--- src/rtl/mpe_pkg.sv ---
package mpe_pkg;
   localparam int          PKT_BYTES = 5;
   localparam logic [7:0]  HDR_BASE  = 8'h87;
   typedef enum logic [2:0] {
      SLOT_HDR  = 3'd0,
      SLOT_X    = 3'd1,
      SLOT_Y    = 3'd2,
      SLOT_PAD0 = 3'd3,
      SLOT_PAD1 = 3'd4
   } slot_e;
endpackage

--- src/rtl/mpe_sat.sv ---
// Clamp a signed delta (optionally negated) to the symmetric +/-127 range.
module mpe_sat #(
   parameter int W   = 16,
   parameter bit NEG = 1'b0
) (
   input  logic [W-1:0] din,
   output logic [7:0]   dout
);
   localparam int EW = W + 1;
   localparam logic signed [EW-1:0] POS_LIM = EW'(127);
   localparam logic signed [EW-1:0] NEG_LIM = -EW'(127);

   initial begin
      if (W < 8) $error("mpe_sat: W must be at least 8");
   end

   logic signed [EW-1:0] ext;
   logic signed [EW-1:0] val;

   assign ext = {din[W-1], din};

   generate
      if (NEG) begin : g_neg
         assign val = -ext;
      end else begin : g_pos
         assign val = ext;
      end
   endgenerate

   always_comb begin
      if (val > POS_LIM)      dout = 8'h7F;
      else if (val < NEG_LIM) dout = 8'h81;
      else                    dout = val[7:0];
   end
endmodule

--- src/rtl/mpe_packer.sv ---
// Captures one report and streams its five packet bytes over valid/ready.
module mpe_packer
   import mpe_pkg::*;
#(
   parameter int DW = 16
) (
   input  logic          clk,
   input  logic          rst_n,
   input  logic          rpt_valid,
   input  logic [DW-1:0] dx,
   input  logic [DW-1:0] dy,
   input  logic [2:0]    btn,
   output logic          busy,
   output logic          push_valid,
   output logic [7:0]    push_data,
   input  logic          push_ready
);
   logic [7:0] x_sat, y_sat;
   logic [7:0] hdr_q, x_q, y_q;
   logic       active_q;
   slot_e      slot_q;

   mpe_sat #(.W(DW), .NEG(1'b0)) sat_x_i (.din(dx), .dout(x_sat));
   mpe_sat #(.W(DW), .NEG(1'b1)) sat_y_i (.din(dy), .dout(y_sat));

   always_ff @(posedge clk or negedge rst_n) begin
      if (!rst_n) begin
         active_q <= 1'b0;
         slot_q   <= SLOT_HDR;
         hdr_q    <= HDR_BASE;
         x_q      <= 8'h00;
         y_q      <= 8'h00;
      end else if (!active_q) begin
         if (rpt_valid) begin
            active_q <= 1'b1;
            slot_q   <= SLOT_HDR;
            hdr_q    <= HDR_BASE ^ {5'b0, btn};
            x_q      <= x_sat;
            y_q      <= y_sat;
         end
      end else if (push_ready) begin
         if (slot_q == SLOT_PAD1) begin
            active_q <= 1'b0;
            slot_q   <= SLOT_HDR;
         end else begin
            slot_q   <= slot_e'(slot_q + 3'd1);
         end
      end
   end

   always_comb begin
      unique case (slot_q)
         SLOT_HDR: push_data = hdr_q;
         SLOT_X:   push_data = x_q;
         SLOT_Y:   push_data = y_q;
         default:  push_data = 8'h00;
      endcase
   end

   assign busy       = active_q;
   assign push_valid = active_q;
endmodule

--- src/rtl/mpe_fifo.sv ---
// Byte queue: always ready, drops writes when holding DEPTH bytes, reads 0 when empty.
module mpe_fifo #(
   parameter int DEPTH = 256,
   parameter int W     = 8
) (
   input  logic         clk,
   input  logic         rst_n,
   input  logic         in_valid,
   input  logic [W-1:0] in_data,
   output logic         in_ready,
   input  logic         rd_en,
   output logic [W-1:0] rd_data,
   output logic         rd_avail,
   output logic [$clog2(DEPTH):0] level
);
   localparam int AW = $clog2(DEPTH);
   localparam logic [AW:0] FULL_LVL = (AW+1)'(DEPTH);

   initial begin
      if (DEPTH < 8 || (1 << AW) != DEPTH)
         $error("mpe_fifo: DEPTH must be a power of two, at least 8");
   end

   logic [W-1:0]  mem [DEPTH];
   logic [AW-1:0] wptr_q, rptr_q;
   logic [AW:0]   cnt_q;
   logic          do_wr, do_rd;

   assign do_wr = in_valid && (cnt_q != FULL_LVL);
   assign do_rd = rd_en && (cnt_q != '0);

   always_ff @(posedge clk) begin
      if (do_wr) mem[wptr_q] <= in_data;
   end

   always_ff @(posedge clk or negedge rst_n) begin
      if (!rst_n) begin
         wptr_q <= '0;
         rptr_q <= '0;
         cnt_q  <= '0;
      end else begin
         if (do_wr) wptr_q <= wptr_q + 1'b1;
         if (do_rd) rptr_q <= rptr_q + 1'b1;
         case ({do_wr, do_rd})
            2'b10:   cnt_q <= cnt_q + 1'b1;
            2'b01:   cnt_q <= cnt_q - 1'b1;
            default: cnt_q <= cnt_q;
         endcase
      end
   end

   assign in_ready = 1'b1;
   assign rd_avail = (cnt_q != '0);
   assign rd_data  = rd_avail ? mem[rptr_q] : '0;
   assign level    = cnt_q;
endmodule

--- src/rtl/mouse_pkt_enc.sv ---
module mouse_pkt_enc #(
   parameter int DELTA_W = 16,
   parameter int Q_DEPTH = 256
) (
   input  logic               clk,
   input  logic               rst_n,
   input  logic               rpt_valid,
   input  logic [DELTA_W-1:0] rpt_dx,
   input  logic [DELTA_W-1:0] rpt_dy,
   input  logic               btn_left,
   input  logic               btn_mid,
   input  logic               btn_right,
   output logic               rpt_busy,
   input  logic               rd_en,
   output logic [7:0]         rd_data,
   output logic               rd_avail
);
   localparam int LW = $clog2(Q_DEPTH) + 1;

   logic          push_valid, push_ready;
   logic [7:0]    push_data;
   logic [LW-1:0] q_level;

   mpe_packer #(.DW(DELTA_W)) packer_i (
      .clk        (clk),
      .rst_n      (rst_n),
      .rpt_valid  (rpt_valid),
      .dx         (rpt_dx),
      .dy         (rpt_dy),
      .btn        ({btn_left, btn_mid, btn_right}),
      .busy       (rpt_busy),
      .push_valid (push_valid),
      .push_data  (push_data),
      .push_ready (push_ready)
   );

   mpe_fifo #(.DEPTH(Q_DEPTH), .W(8)) fifo_i (
      .clk      (clk),
      .rst_n    (rst_n),
      .in_valid (push_valid),
      .in_data  (push_data),
      .in_ready (push_ready),
      .rd_en    (rd_en),
      .rd_data  (rd_data),
      .rd_avail (rd_avail),
      .level    (q_level)
   );
endmodule

--- config.mk ---
export PLATFORM = sky130hd
export DESIGN_NAME = mouse_pkt_enc
export DESIGN_NICKNAME = d
export VERILOG_FILES = /design/src/rtl/mpe_pkg.sv /design/src/rtl/mpe_sat.sv /design/src/rtl/mpe_packer.sv /design/src/rtl/mpe_fifo.sv /design/src/rtl/mouse_pkt_enc.sv
export SDC_FILE = /design/constraint.sdc
export NUM_CORES = 2
export LEC_CHECK = 0
export ABC_CLOCK_PERIOD_IN_PS = 6650
export BUFFER_PORTS_ARGS = -buffer_cell sky130_fd_sc_hd__buf_2
export CAP_MARGIN = 20
export CORE_MARGIN = 10
export CORE_UTILIZATION = 63
export DETAILED_ROUTE_END_ITERATION = 12
export PLACE_DENSITY = 0.79
export SYNTH_ARGS = -nofsm -noshare
export SYNTH_HDL_FRONTEND = slang
export SYNTH_SLANG_ARGS = --single-unit
export TNS_END_PERCENT = 10
--- constraint.sdc ---
create_clock -name clk -period 6.65 [get_ports clk]
set_input_delay 1.33 -clock clk [delete_from_list [all_inputs] [get_ports clk]]
set_output_delay 1.33 -clock clk [all_outputs]
set_load 0.1 [all_outputs]
=== After elaboration in Yosys (flattened, before gate mapping) ===
Memories as Yosys holds them, arrays and structs flattened.
Index checks and enable logic that the tools add are counted.

* Bits in writable memories: 2048
* Bits in registers: 49
* Memories kept: 1
* Word-level logic and storage cells: 49
* Input bits: 39

* Reduce and logical (&&, ||, !) cells: 7
* Eq/ne operators: 6
* $lt $le $gt $ge: 4
* $add $sub $neg: 6
* Mux-type cells: 15
* Bitwise operators: 2

{| class="wikitable"
|+ Memories
! name !! depth !! bits a word !! read ports !! clocked after Yosys merged registers in !! write ports !! RTL line !! source
|-
| fifo_i.mem || 256 || 8 || 1 || 0 || 1 || mpe_fifo.sv:24 || <nowiki>logic [W-1:0] mem [DEPTH];</nowiki>
|}

{| class="wikitable"
|+ Operators with widths
! cell !! number
|-
| $mux 8 || 5
|-
| $pmux 8 s3 || 1
|-
| $pmux 9 s2 || 1
|-
| $gt 17x8->1 const B || 1
|-
| $lt 17x8->1 const B || 1
|-
| $neg 16->17 || 1
|-
| $add 8x1->8 const B || 2
|-
| $gt 16x8->1 const B || 1
|-
| $lt 16x8->1 const B || 1
|-
| $add 9x1->9 const B || 1
|-
| $mux 3 || 3
|-
| $ne 9x9->1 const B || 1
|-
| $reduce_bool 9->1 || 1
|-
| $sub 9x1->9 const B || 1
|-
| $mux 1 || 5
|-
| $not 3->4 || 1
|-
| $reduce_bool 2->1 || 2
|-
| $add 3x1->3 const B || 1
|-
| $eq 3x1->1 const B || 1
|-
| $eq 3x2->1 const B || 1
|-
| $eq 3x3->1 const B || 1
|-
| $logic_not 3->1 || 1
|-
| $eq 2x1->1 const B || 1
|-
| $eq 2x2->1 const B || 1
|-
| 3 further kinds || 4
|}

=== Longest topological paths before layout ===
* Depth after elaboration: 4
* Mapped depth: 15
* Depth with buffers taken out: 14

=== Cells and area by module ===
From an unflattened synthesis, not the netlist that was laid out.

* Cells, all modules: 4031
* Area total of the unflattened synthesis: 82903.3 um2

{| class="wikitable"
|+ By module, submodules not included
! module !! sequential area each (um2) !! cells an instance !! times used !! area an instance (um2)
|-
| mpe_fifo || 62124.6 || 3832 || 1 || 80982.7
|-
| mpe_packer || 579.3 || 83 || 1 || 1143.6
|-
| mpe_sat at packer_i.sat_y_i || 0.0 || 99 || 1 || 656.9
|-
| mpe_sat at packer_i.sat_x_i || 0.0 || 17 || 1 || 120.1
|}

=== Worst setup path before layout ===
OpenSTA, ideal clock, no wires.

* Path kind: register to output
* Start point: register fifo_i.rptr_q[0]
* End point: output rd_data[5]
* Arrival: 4.155 ns
* Path buffers: 5
* Data required time: 5.320 ns
* Stages on the path, launching flop included: 12
* Setup slack: 1.165 ns
* Cells stage by stage: dfrtp_1 > buf_6 > buf_12 > buf_12 > buf_6 > buf_12 > mux2i_1 > a31oi_1 > o221ai_1 > a2111oi_1 > nor4_1 > o31ai_1

* Longest elaborated chain between the ends: 2

{| class="wikitable"
|+ RTL lines
! item !! RTL line !! source
|-
| from (decl) || mpe_fifo.sv:25 || <nowiki>logic [AW-1:0] wptr_q, rptr_q;</nowiki>
|-
| from (signal assigned) || mpe_fifo.sv:43 || <nowiki>if (do_rd) rptr_q <= rptr_q + 1'b1;</nowiki>
|-
| $mem_v2 256x8 || -- ||
|-
| $mux 8 || mpe_fifo.sv:54 || <nowiki>assign rd_data = rd_avail ? mem[rptr_q] : '0;</nowiki>
|-
| to (decl) || mouse_pkt_enc.sv:15 || <nowiki>output logic [7:0] rd_data,</nowiki>
|}

Every way passes these cells.

=== Worst setup path in the final report ===
* Start point: register fifo_i.rptr_q[3]
* End point: output rd_data[7]

Same word-level chain as after synthesis.

==> impl_metrics.csv <==
group,metric,value,unit
outcome,status,"finished with violations",
outcome,violations,"negative setup slack",
floorplan,num_io_pins,49,
timing,setup-tns-final,-0.0314,ns
timing,drv_slew,0,
cts,cts_made_buffers,198,
global_route,grt_antenna_before_repair,7,
floorplan,die_w,382,um
worst_hold_path,hold_class,"flop to flop",
timing,min_period,6.68,ns
floorplan,start_util,63.5,%
drt,vias,43000,
floorplan,dieArea,146000,um^2
power_and_ir_drop,peakVddDrop,1030,uV
drt,drc_errors,0,
power_and_ir_drop,p_per_area,481,nW/um^2
worst_setup_path,arrival,5.35,ns
cts,cts_tree,"built",
timing,setup_viol,1,
timing,timing.fmax,150,MHz
floorplan,dieHeight,382,um
timing,rsz0062_at_grt,"no",
logic_synthesis,synth_cell_types,84,
logic_synthesis,synth_cells,4033,
timing,tightestPinTransition,1.16,ns
cts,clk_pin_slew,0.06,ns
placed_design,dp.final_hpwl,123000,um
floorplan,rows,132,
cts,insertion_delay,0.84,ns
drt,drt_iter0_drc,6449,
global_route,grt.total_usage,28.9,%
timing,fin_worst_skew,0.0309,ns
logic_synthesis,async_flop_share,2.29,%
logic_synthesis,seq_area_frac_synth,76.1,%
power_and_ir_drop,power_leakage,29.2,nW
timing,finalWorstSetupSlack,-0.0314,ns
placed_design,dp_cells,5734,
logic_synthesis,synth-seq-cells,2096,
run,cap_violations,0,
drt,firstDrtPassIters,6,
timing,fin_crit_sh,100,%
layout,drive_gt1_share,23.3,%
cts,root_buffer,"clkbuf_16",
logic_synthesis,synth_area_per_cell,20.4,um^2
layout,final_nets,4253,
global_route,grt_pass1_vias,43300,
drt,drt-wirelength-per-cell,34.5,um
cts,hold_buffers,0,
worst_setup_path,worstPathMaxFanout,19,
worst_setup_path,rrSetupSlack,2.36,ns
drt,ant_nets,0,
logic_synthesis,yosys_warnings,0,
worst_setup_path,crit_required,5.32,ns
worst_setup_path,path_class,"flop to primary output",
logic_synthesis,synth_fp_nets,4092,
drt,via_per_inst,7.05,
cts,clock_sinks,2096,
logic_synthesis,synthFlopType,"edfxtp_1",
logic_synthesis,syn_area,82400,um^2
layout,area_delta_synth_final,11.0,%
cts,htreeDepth,4,
timing,hold_viol,0,
layout,post_layout_nonfiller_instances,6101,
global_route,grt_max_degree,195,
placed_design,port_buffers,48,
global_route,grt_pass1_wl,306000,um
timing,slew_headroom,23.0,%
floorplan,fp.coreArea,130000,um^2
global_route,overflow,0,
cts,cts_buffer_depth,3,
placed_design,place_congestion,0.881,
drt,wl,210000,um
worst_setup_path,startpoint_type,"flop",
worst_setup_path,cp-end-kind,"primary output",
logic_synthesis,synth_edf_count,2048,
-- power breakdown --
part           total [mW]  switching (mW)  leakage (nW)  internal (mW)
combinational        15.0            10.1          6.80           4.92
clock                11.0            4.83          3.06           6.17
sequential           18.0           0.440          19.3           17.5
-- layout make-up --
cell class	instances	area (um^2)
clock buffer	251	5340
antenna	5	12.5
clock inverter	109	916
sequential	2096	62700
inverter	21	83.8
tap	1742	2180
fill	7274	38200
multi-input combinational	1683	18400
timing repair buffer	194	1770
-- cell usage in the layout, fill, tap and decap left out, types with 39 or more instances in the layout --
cell type / synthesis / routed
buf_2: 60 / 42
edfxtp_1: 2048 / 2048
clkinv_1: 1 / 45
clkbuf_16: 0 / 203
nor2_1: 335 / 333
o21ai_0: 45 / 45
a22oi_1: 50 / 50
buf_4: 17 / 119
o22ai_1: 51 / 51
mux2i_1: 133 / 133
nand2_1: 143 / 140
a21oi_1: 43 / 43
dfrtp_1: 45 / 39
mux4_2: 484 / 484
clkbuf_1: 101 / 40
-- cells in the mapped netlist, drive strengths merged, types with 6 or more instances --
master,n,area share (%)
mux2i,133,1.6
o21ai,52,0.32
inv,20,0.091
nor2b,19,0.14
a2111oi,9,0.14
and2,9,0.068
nor4,16,0.15
a31oi,13,0.099
nor3,24,0.15
o221ai,12,0.13
a21oi,43,0.26
nand3b,6,0.055
dfrtp,45,1.4
or4,7,0.068
a22o,22,0.23
or3,7,0.053
buf,131,1.1
nand3,39,0.24
xnor2,20,0.21
edfxtp,2048,75
nand4,7,0.053
clkbuf,102,0.47
nor2,335,1.5
ha,19,0.29
mux4,484,13
nand2,143,0.65
o211ai,9,0.082
mux2,13,0.18
a221oi,31,0.33
a22oi,50,0.46
a211oi,22,0.21
o31ai,18,0.16
o22ai,51,0.39
-- critical path: stages (launching register included) --
cell and delay, ns:
dfrtp_2 0.72, buf_4 0.43, and2_2 0.70, buf_4 0.41, a221oi_1 0.16, o22ai_1 0.67
nor4_1 0.16, o31ai_1 0.78, buf_4 0.25, buf_12 0.17
-- cells by family after synthesis --
| logic type | count (synthesis) | synth area share [%] |
|---|---|---|
| AND/OR/NAND/NOR | 641 | 3.42 |
| multiplexers | 630 | 15.0 |
| AO/OA/AOI/OAI | 368 | 3.18 |
| flip-flops | 2096 | 76.1 |
| XOR/XNOR | 24 | 0.255 |
| buffers and inverters | 254 | 1.68 |
| adder cells (fa/ha/maj) | 20 | 0.313 |
-- layer usage --
layer  vias up  wire [um]  global-route usage (%)
li1      17000          -                       -
met1     22100      72300                    39.0
met2      3274     100000                    44.5
met3       602      27400                    8.18
met4         6      10500                    12.9
met5         -         36                       0
-- sequential cells by signal, summed over array words and instances (netlist names) --
signal and cells:
packer_i.hdr_q 3, fifo_i.level 9, fifo_i.wptr_q 8, fifo_i.rptr_q 8, packer_i.busy 1, fifo_i.mem 2048
packer_i.slot_q 3, packer_i.y_q 8, packer_i.x_q 8
-- through the flow --
stage          setup slack, ns  instance area (um^2)  utilization (%)  power, mW  hold slack (ns)
2_1_floorplan             1.16                 82400                -       27.6            0.447
3_3_place_gp             0.696                 85100             65.6       32.4            0.467
3_5_place_dp             0.850                 85100             65.6       32.8            0.480
4_1_cts                  0.202                 91400             70.5       43.7            0.492
5_1_grt                 0.0605                 91400             70.5       45.0            0.511
6_report               -0.0314                 91400             70.5       44.0            0.487
-- repair_timing --
action,4_1_cts,5_1_grt
endpoints found under the setup margin,2,2
gates resized for setup,0,2
buffers inserted,1,0
-- final timing paths --
path / from / to / depth (start not counted)
min: packer_i.x_q[0]$_DFFE_PN0P_ / packer_i.x_q[0]$_DFFE_PN0P_ / 2
min in group asynchronous: rst_n / fifo_i.level[7]$_DFFE_PN0P_ / 2
max in group asynchronous: rst_n / fifo_i.rptr_q[1]$_DFFE_PN0P_ / 2
min reg2reg: packer_i.x_q[0]$_DFFE_PN0P_ / packer_i.x_q[0]$_DFFE_PN0P_ / 2
max reg2reg: packer_i.busy$_DFF_PN0_ / fifo_i.mem[7][1]$_DFFE_PP_ / 5
max: fifo_i.rptr_q[3]$_DFFE_PN0P_ / rd_data[7] / 9
Note: power is estimated with default switching activity, not from simulation.
